$ cat config.mk
export PLATFORM = sky130hd
export DESIGN_NAME = xbus_seq
export DESIGN_NICKNAME = d
export VERILOG_FILES = /design/src/rtl/xbus_pkg.sv /design/src/rtl/xbus_fsm.sv /design/src/rtl/xbus_pad_mux.sv /design/src/rtl/xbus_hold_reg.sv /design/src/rtl/xbus_seq.sv
export SDC_FILE = /design/constraint.sdc
export NUM_CORES = 1
export LEC_CHECK = 0
export ABC_AREA = 1
export BUFFER_PORTS_ARGS = -buffer_cell sky130_fd_sc_hd__buf_2
export CORE_UTILIZATION = 45
export DETAILED_ROUTE_END_ITERATION = 8
export PLACE_DENSITY = 0.75
export REMOVE_ABC_BUFFERS = 1
export SLEW_MARGIN = 20
export SYNTH_ARGS = -nofsm -noshare
export SYNTH_HDL_FRONTEND = slang
export SYNTH_SLANG_ARGS = --single-unit
$ cat constraint.sdc
create_clock -name clk -period 1.4 [get_ports clk]
set_input_delay 0.07 -clock clk [delete_from_list [all_inputs] [get_ports clk]]
set_output_delay 0.07 -clock clk [all_outputs]
set_load 0.05 [all_outputs]
$ cat src/rtl/xbus_pkg.sv
package xbus_pkg;

    localparam int unsigned XB_BYTE = 8;

    typedef enum logic [2:0] {
        ST_IDLE,
        ST_ADDR,
        ST_SETUP,
        ST_STROBE,
        ST_HOLD
    } xbus_state_e;

    // request fields frozen at acceptance
    typedef struct packed {
        logic               write;
        logic               wide;
        logic               stretch;
        logic [XB_BYTE-1:0] a_lo;
        logic [XB_BYTE-1:0] a_hi;
        logic [XB_BYTE-1:0] d_lo;
        logic [XB_BYTE-1:0] d_hi;
    } xbus_req_t;

endpackage

$ cat src/rtl/xbus_fsm.sv
module xbus_fsm
    import xbus_pkg::*;
#(
    parameter int unsigned SHORT_STB = 3,
    parameter int unsigned LONG_STB  = 15
) (
    input  logic        clk,
    input  logic        rst_n,
    input  logic        accept,
    input  logic        stretch,
    output xbus_state_e state_q,
    output logic        stb_last
);
    localparam int unsigned CNT_W = $clog2(LONG_STB + 1);

    xbus_state_e       state_d;
    logic [CNT_W-1:0]  cnt_q;
    logic [CNT_W-1:0]  stb_end;

    assign stb_end  = stretch ? CNT_W'(LONG_STB - 1) : CNT_W'(SHORT_STB - 1);
    assign stb_last = (state_q == ST_STROBE) && (cnt_q == stb_end);

    always_comb begin
        state_d = state_q;
        unique case (state_q)
            ST_IDLE:   if (accept)   state_d = ST_ADDR;
            ST_ADDR:                 state_d = ST_SETUP;
            ST_SETUP:                state_d = ST_STROBE;
            ST_STROBE: if (stb_last) state_d = ST_HOLD;
            ST_HOLD:                 state_d = ST_IDLE;
            default:                 state_d = ST_IDLE;
        endcase
    end

    always_ff @(posedge clk or negedge rst_n) begin
        if (!rst_n) begin
            state_q <= ST_IDLE;
            cnt_q   <= '0;
        end else begin
            state_q <= state_d;
            if (state_q == ST_STROBE) cnt_q <= cnt_q + 1'b1;
            else                      cnt_q <= '0;
        end
    end


    hold_to_idle_chk: assert property (@(posedge clk) disable iff (!rst_n)
        (state_q == ST_HOLD) |=> (state_q == ST_IDLE));


    setup_after_addr_chk: assert property (@(posedge clk) disable iff (!rst_n)
        (state_q == ST_SETUP) |-> ($past(state_q) == ST_ADDR));

endmodule

$ cat src/rtl/xbus_pad_mux.sv
module xbus_pad_mux
    import xbus_pkg::*;
(
    input  xbus_state_e        state_q,
    input  xbus_req_t          req_q,
    output logic               ale,
    output logic               rd_n,
    output logic               wr_n,
    output logic               rvalid,
    output logic [XB_BYTE-1:0] p0_val,
    output logic               p0_en,
    output logic [XB_BYTE-1:0] p2_val,
    output logic               p2_en
);
    logic data_phase;

    assign data_phase = (state_q == ST_SETUP) || (state_q == ST_STROBE)
                     || (state_q == ST_HOLD);

    always_comb begin
        ale    = (state_q == ST_ADDR);
        rd_n   = !((state_q == ST_STROBE) && !req_q.write);
        wr_n   = !((state_q == ST_STROBE) &&  req_q.write);
        rvalid = (state_q == ST_HOLD) && !req_q.write;
        p0_val = '0;
        p0_en  = 1'b0;
        p2_val = '0;
        p2_en  = 1'b0;
        if (state_q == ST_ADDR) begin
            p0_val = req_q.a_lo;
            p0_en  = 1'b1;
            p2_val = req_q.a_hi;
            p2_en  = 1'b1;
        end else if (data_phase) begin
            if (req_q.write) begin
                p0_val = req_q.d_lo;
                p0_en  = 1'b1;
                p2_val = req_q.wide ? req_q.d_hi : req_q.a_hi;
                p2_en  = 1'b1;
            end else begin
                p2_val = req_q.a_hi;
                p2_en  = !req_q.wide;
            end
        end
    end

endmodule

$ cat src/rtl/xbus_hold_reg.sv
module xbus_hold_reg
    import xbus_pkg::*;
(
    input  logic               clk,
    input  logic               rst_n,
    input  logic               cap_en,
    input  logic [XB_BYTE-1:0] cap_d,
    input  logic               cpu_we,
    input  logic [XB_BYTE-1:0] cpu_d,
    output logic [XB_BYTE-1:0] q
);
    always_ff @(posedge clk or negedge rst_n) begin
        if (!rst_n)      q <= '0;
        else if (cap_en) q <= cap_d;
        else if (cpu_we) q <= cpu_d;
    end


    cpu_load_chk: assert property (@(posedge clk) disable iff (!rst_n)
        (cpu_we && !cap_en) |=> (q == $past(cpu_d)));

endmodule

$ cat src/rtl/xbus_seq.sv
module xbus_seq
    import xbus_pkg::*;
#(
    parameter int unsigned SHORT_STB = 3,
    parameter int unsigned LONG_STB  = 15
) (
    input  logic                 clk,
    input  logic                 rst_n,
    input  logic                 req_i,
    input  logic                 write_i,
    input  logic                 ind_sel_i,
    input  logic                 page_dis_i,
    input  logic                 wide_en_i,
    input  logic                 stretch_i,
    input  logic [2*XB_BYTE-1:0] addr_i,
    input  logic [XB_BYTE-1:0]   wdata_lo_i,
    input  logic [XB_BYTE-1:0]   p2_latch_i,
    input  logic                 hold_we_i,
    input  logic [XB_BYTE-1:0]   hold_wdata_i,
    output logic [XB_BYTE-1:0]   hold_q_o,
    output logic [XB_BYTE-1:0]   rdata_lo_o,
    output logic                 rvalid_o,
    output logic                 busy_o,
    output logic                 ale_o,
    output logic                 rd_n_o,
    output logic                 wr_n_o,
    output logic [XB_BYTE-1:0]   p0_o,
    output logic                 p0_oe_o,
    input  logic [XB_BYTE-1:0]   p0_i,
    output logic [XB_BYTE-1:0]   p2_o,
    output logic                 p2_oe_o,
    input  logic [XB_BYTE-1:0]   p2_i
);
    xbus_state_e state_q;
    xbus_req_t   req_q;
    logic        accept;
    logic        stb_last;
    logic        rd_capture;

    assign accept     = req_i && (state_q == ST_IDLE);
    assign busy_o     = (state_q != ST_IDLE);
    assign rd_capture = stb_last && !req_q.write;

    always_ff @(posedge clk or negedge rst_n) begin
        if (!rst_n) begin
            req_q      <= '0;
            rdata_lo_o <= '0;
        end else begin
            if (accept) begin
                req_q.write   <= write_i;
                req_q.wide    <= wide_en_i;
                req_q.stretch <= stretch_i;
                req_q.a_lo    <= addr_i[XB_BYTE-1:0];
                req_q.a_hi    <= (ind_sel_i || page_dis_i) ? p2_latch_i
                                                           : addr_i[2*XB_BYTE-1:XB_BYTE];
                req_q.d_lo    <= wdata_lo_i;
                req_q.d_hi    <= hold_q_o;
            end
            if (rd_capture) rdata_lo_o <= p0_i;
        end
    end

    xbus_fsm #(
        .SHORT_STB (SHORT_STB),
        .LONG_STB  (LONG_STB)
    ) u_fsm (
        .clk      (clk),
        .rst_n    (rst_n),
        .accept   (accept),
        .stretch  (req_q.stretch),
        .state_q  (state_q),
        .stb_last (stb_last)
    );

    xbus_pad_mux u_mux (
        .state_q (state_q),
        .req_q   (req_q),
        .ale     (ale_o),
        .rd_n    (rd_n_o),
        .wr_n    (wr_n_o),
        .rvalid  (rvalid_o),
        .p0_val  (p0_o),
        .p0_en   (p0_oe_o),
        .p2_val  (p2_o),
        .p2_en   (p2_oe_o)
    );

    xbus_hold_reg u_hold (
        .clk    (clk),
        .rst_n  (rst_n),
        .cap_en (rd_capture && req_q.wide),
        .cap_d  (p2_i),
        .cpu_we (hold_we_i),
        .cpu_d  (hold_wdata_i),
        .q      (hold_q_o)
    );


    read_released_chk: assert property (@(posedge clk) disable iff (!rst_n)
        !rd_n_o |-> !p0_oe_o);


    one_strobe_chk: assert property (@(posedge clk) disable iff (!rst_n)
        !(!rd_n_o && !wr_n_o));


    ale_quiet_chk: assert property (@(posedge clk) disable iff (!rst_n)
        ale_o |-> (rd_n_o && wr_n_o && p0_oe_o));


    write_hold_chk: assert property (@(posedge clk) disable iff (!rst_n)
        $rose(wr_n_o) |-> p0_oe_o);


    ale_from_idle_chk: assert property (@(posedge clk) disable iff (!rst_n)
        $rose(ale_o) |-> !$past(busy_o));

endmodule

==> summary.md <==
| Metric | Value |
|---|---|
| Outcome | finished with violations |
| Core Region | 6030 µm² |
| Most frequent cell after synthesis | nand2_1 |
| Final setup margin | -483 ps |
| CTS tree | yes |
| CP max-delay cell | dfrtp_1 |
| Synth area leader | dfrtp_1 |
| Maximum vdd ir drop | 1.84 mV |
| CP delay by family, top | simple AND/OR/NAND/NOR gates |
| Failing checks | negative hold slack, negative setup slack |
| Crit start category | flop |
| Worst EP required | 1330 ps |
| GR Layer Usage met1 | 0.352 |
| Global-route wire length before repair | 14.6 mm |
| Vias in the first global route | 3195 |
| H-tree Lvls | 3 |
| Routed WL | 13.9 mm |
| Ports | 104 |
| Asr flop ratio synth | 1.00 |
| Die width | 81.9 µm |
| Post-Syn Area | 2870 µm² |
| Worst Hold Class | primary input to flop |
| DPL Wire Length | 5.18 mm |
| RSZ-0062 raised after global routing | yes |
| Number of synthesized flops with an enable pin | 0 |
| Initial core utilization | 0.476 |
| Residual DRC count | 0 |
| Ranking of synthesized cells by area | dfrtp_1 51%, nand2_1 20%, nand3_1 5.1% |
| Synth top area share | 0.506 |
| # rows | 28 |
| Layout cells sized above 1 | 0.503 |
| Ys flop type | dfrtp_1 |
| Worst path most repeated cell | nand2_2 |
| Placer congestion estimate | 0.787 |
| WP data arrival | 1810 ps |
| Final Hold Violating Endpoints | 1 |
| Worst rel slew slack | 0.748 |
| M3 GR Usage | 0.0644 |
| Final clock skew | 10.4 ps |
| Mapped Avg Cell Area | 7.80 µm² |
| Met2 Use GR | 0.502 |
| Die height | 81.9 µm |
| Synth Warn # | 0 |
| DP Area | 3620 µm² |
| Layout Area Growth over Synthesis | 84.3% |
| GRT Residual Overflow | 0 |
| Final core utilization | 0.878 |
| Static Leak | 0.00275 µW |
| Buf/Inv on CP | 2 |
| PwrDens | 2520 nW/µm² |
| Clk_lat worst skew | 360 ps |
| Drt pass-1 iters | 6 |
| Cell Chain, Critical Path | nor2_2, nand2_2, nand2_4, buf_6, nand3_2, nand2_2, buf_8 |
| Routed len/inst | 21.9 µm |
| Antenna Cells | 0 |
| Root Buffer | clkbuf_8 |
| Gate Count Post-Synth | 368 |
| Clock net sink count | 58 |
| Hold_ws | -3.18 ps |
| Synth unique cells | 26 |
| GR peak layer | met2 |
| Post-place setup slack | -85.4 ps |
| GRT Util Overall | 0.293 |
| Setup CP Type | flop to output port |
| Fmax | 0.531 GHz |
| Fin. max-slew vios | 0 |
| Die area | 6700 µm² |
| Largest net degree at the start of global routing | 59 |
| Initial antenna violation count | 0 |
| Worst Tran Pin Value | 375 ps |
| Register area share after synthesis | 0.506 |
| Vias | 3716 |
| Finished Cell Area | 5290 µm² |
| Buffers on Ports | 103 |
| Via density | 5.86 |
| Layout net count | 622 |
| DRT antenna net count | 0 |
| Clock buffer depth | 2 |
| Max cap viols | 0 |
| Tcrit/Tclk final | 1.35 |
| Critical Path Max Stage Delay | 430 ps |
| Worst-path fanout max | 7 |
| Final count of negative-setup-slack endpoints | 76 |
| Crit. End Element | output port |
| Minimum clock period | 1880 ps |
| Flops & latches, synth | 58 |
| TritonCTS Buffers | 9 |
| Fill cells | 236 |
| Post-synth top cells | 156 x nand2_1, 58 x dfrtp_1, 31 x inv_1, 29 x nand3_1, 17 x nor2_1 |
| Reg clk slew, reported paths | 70 ps |
| DR iter-0 viols | 407 |
[cells by family (layout without fill, tap and decap cells)]
family	after synthesis	after routing	share of synthesized area
flip-flops	58	58	0.506
buffers and inverters	49	239	0.0745
AO/OA/AOI/OAI	34	34	0.0706
XOR/XNOR	1	1	0.00305
AND/OR/NAND/NOR	224	225	0.337
adder cells (fa/ha/maj)	2	2	0.00872
[metal layers]
| layer | share of wire | wire (µm) | vias to the layer above |
|---|---|---|---|
| met1 | 0.33 | 4620 | 1761 |
| met3 | 0.11 | 1500 | 96 |
| li1 | - | - | 1552 |
| met2 | 0.50 | 6890 | 307 |
| met5 | 0 | 0 | - |
| met4 | 0.065 | 903 | 0 |
[layout by cell type, fill, tap and decap left out, drive strengths merged, types with 2 or more instances in the layout]
master,synthesis,layout
o31ai,2,2
dfrtp,58,58
a21oi,7,7
nand4,8,8
ha,2,2
o22ai,6,6
inv,32,32
clkinv,0,3
clkbuf,6,17
o21ai,12,12
nor2,19,19
nand2,159,159
nor3,4,4
nand3,31,32
buf,11,156
or2,3,3
dlygate4sd3,0,31
o211ai,6,6
[cell type report]
type / count / area, µm² / share of cell area
Clock buffer: 12 / 155 / 0.0293
Clock inverter: 3 / 15.0 / 0.00284
Inverter: 32 / 135 / 0.0256
Multi-Input combinational cell: 262 / 1680 / 0.317
Sequential cell: 58 / 1450 / 0.274
Tap cell: 75 / 93.8 / 0.0177
Timing Repair Buffer: 192 / 1760 / 0.333
[final timing paths]
path | startpoint | endpoint | slack (ps) | cells past startpoint
hold reg to reg | rdata_lo_o[0] | rdata_lo_o[0] | 480 | 2
hold / removal | hold_wdata_i[0] | u_hold.q[0] | -3 | 5
setup / recovery | u_fsm.state_q[1] | p0_o[4] | -480 | 7
setup reg to reg | u_fsm.state_q[0] | req_q[26] | -240 | 8
min in group asynchronous | rst_n | req_q[31] | 240 | 3
max in group asynchronous | rst_n | u_hold.q[5] | 870 | 3
[state kept, by name, summed over array words and instances, names as in the netlist]
name and cells:
rdata_lo_o 8, req_q 35, u_fsm.cnt_q 4, u_fsm.state_q 3, u_hold.q 8
[repair_timing]
action / 4_1_cts / 5_1_grt
pin swaps: 19 / 26
cloned: 3 / 6
hold endpoints to repair: 88 / 0
buffers inserted: 15 / 14
endpoints found under the setup margin: 27 / 75
hold buffers: 31 / 0
resized for setup: 97 / 127
[report_power, final]
group / switching, µW / internal (µW)
sequential: 637 / 2350
combinational: 5350 / 3560
clock: 731 / 721
[tightest hold or removal path, stage by stage]
cell and delay, ps:
buf_2 80, nand2_1 40, nand2_1 50, nand2_1 40
nand2_1 40
[metrics by stage]
step                setup TNS, ps  hold slack [ps]  power, µW  instances
CTS                         -5790             2.92      11000        616
global placement            -74.8             95.6       7840        553
global route               -19290             25.6      13900        634
detailed placement           -410             96.8       7990        553
finish                     -15200            -3.18      13300        634
floorplan                  -29880             -226       6280        351
Power figures use the tool's default switching activity.
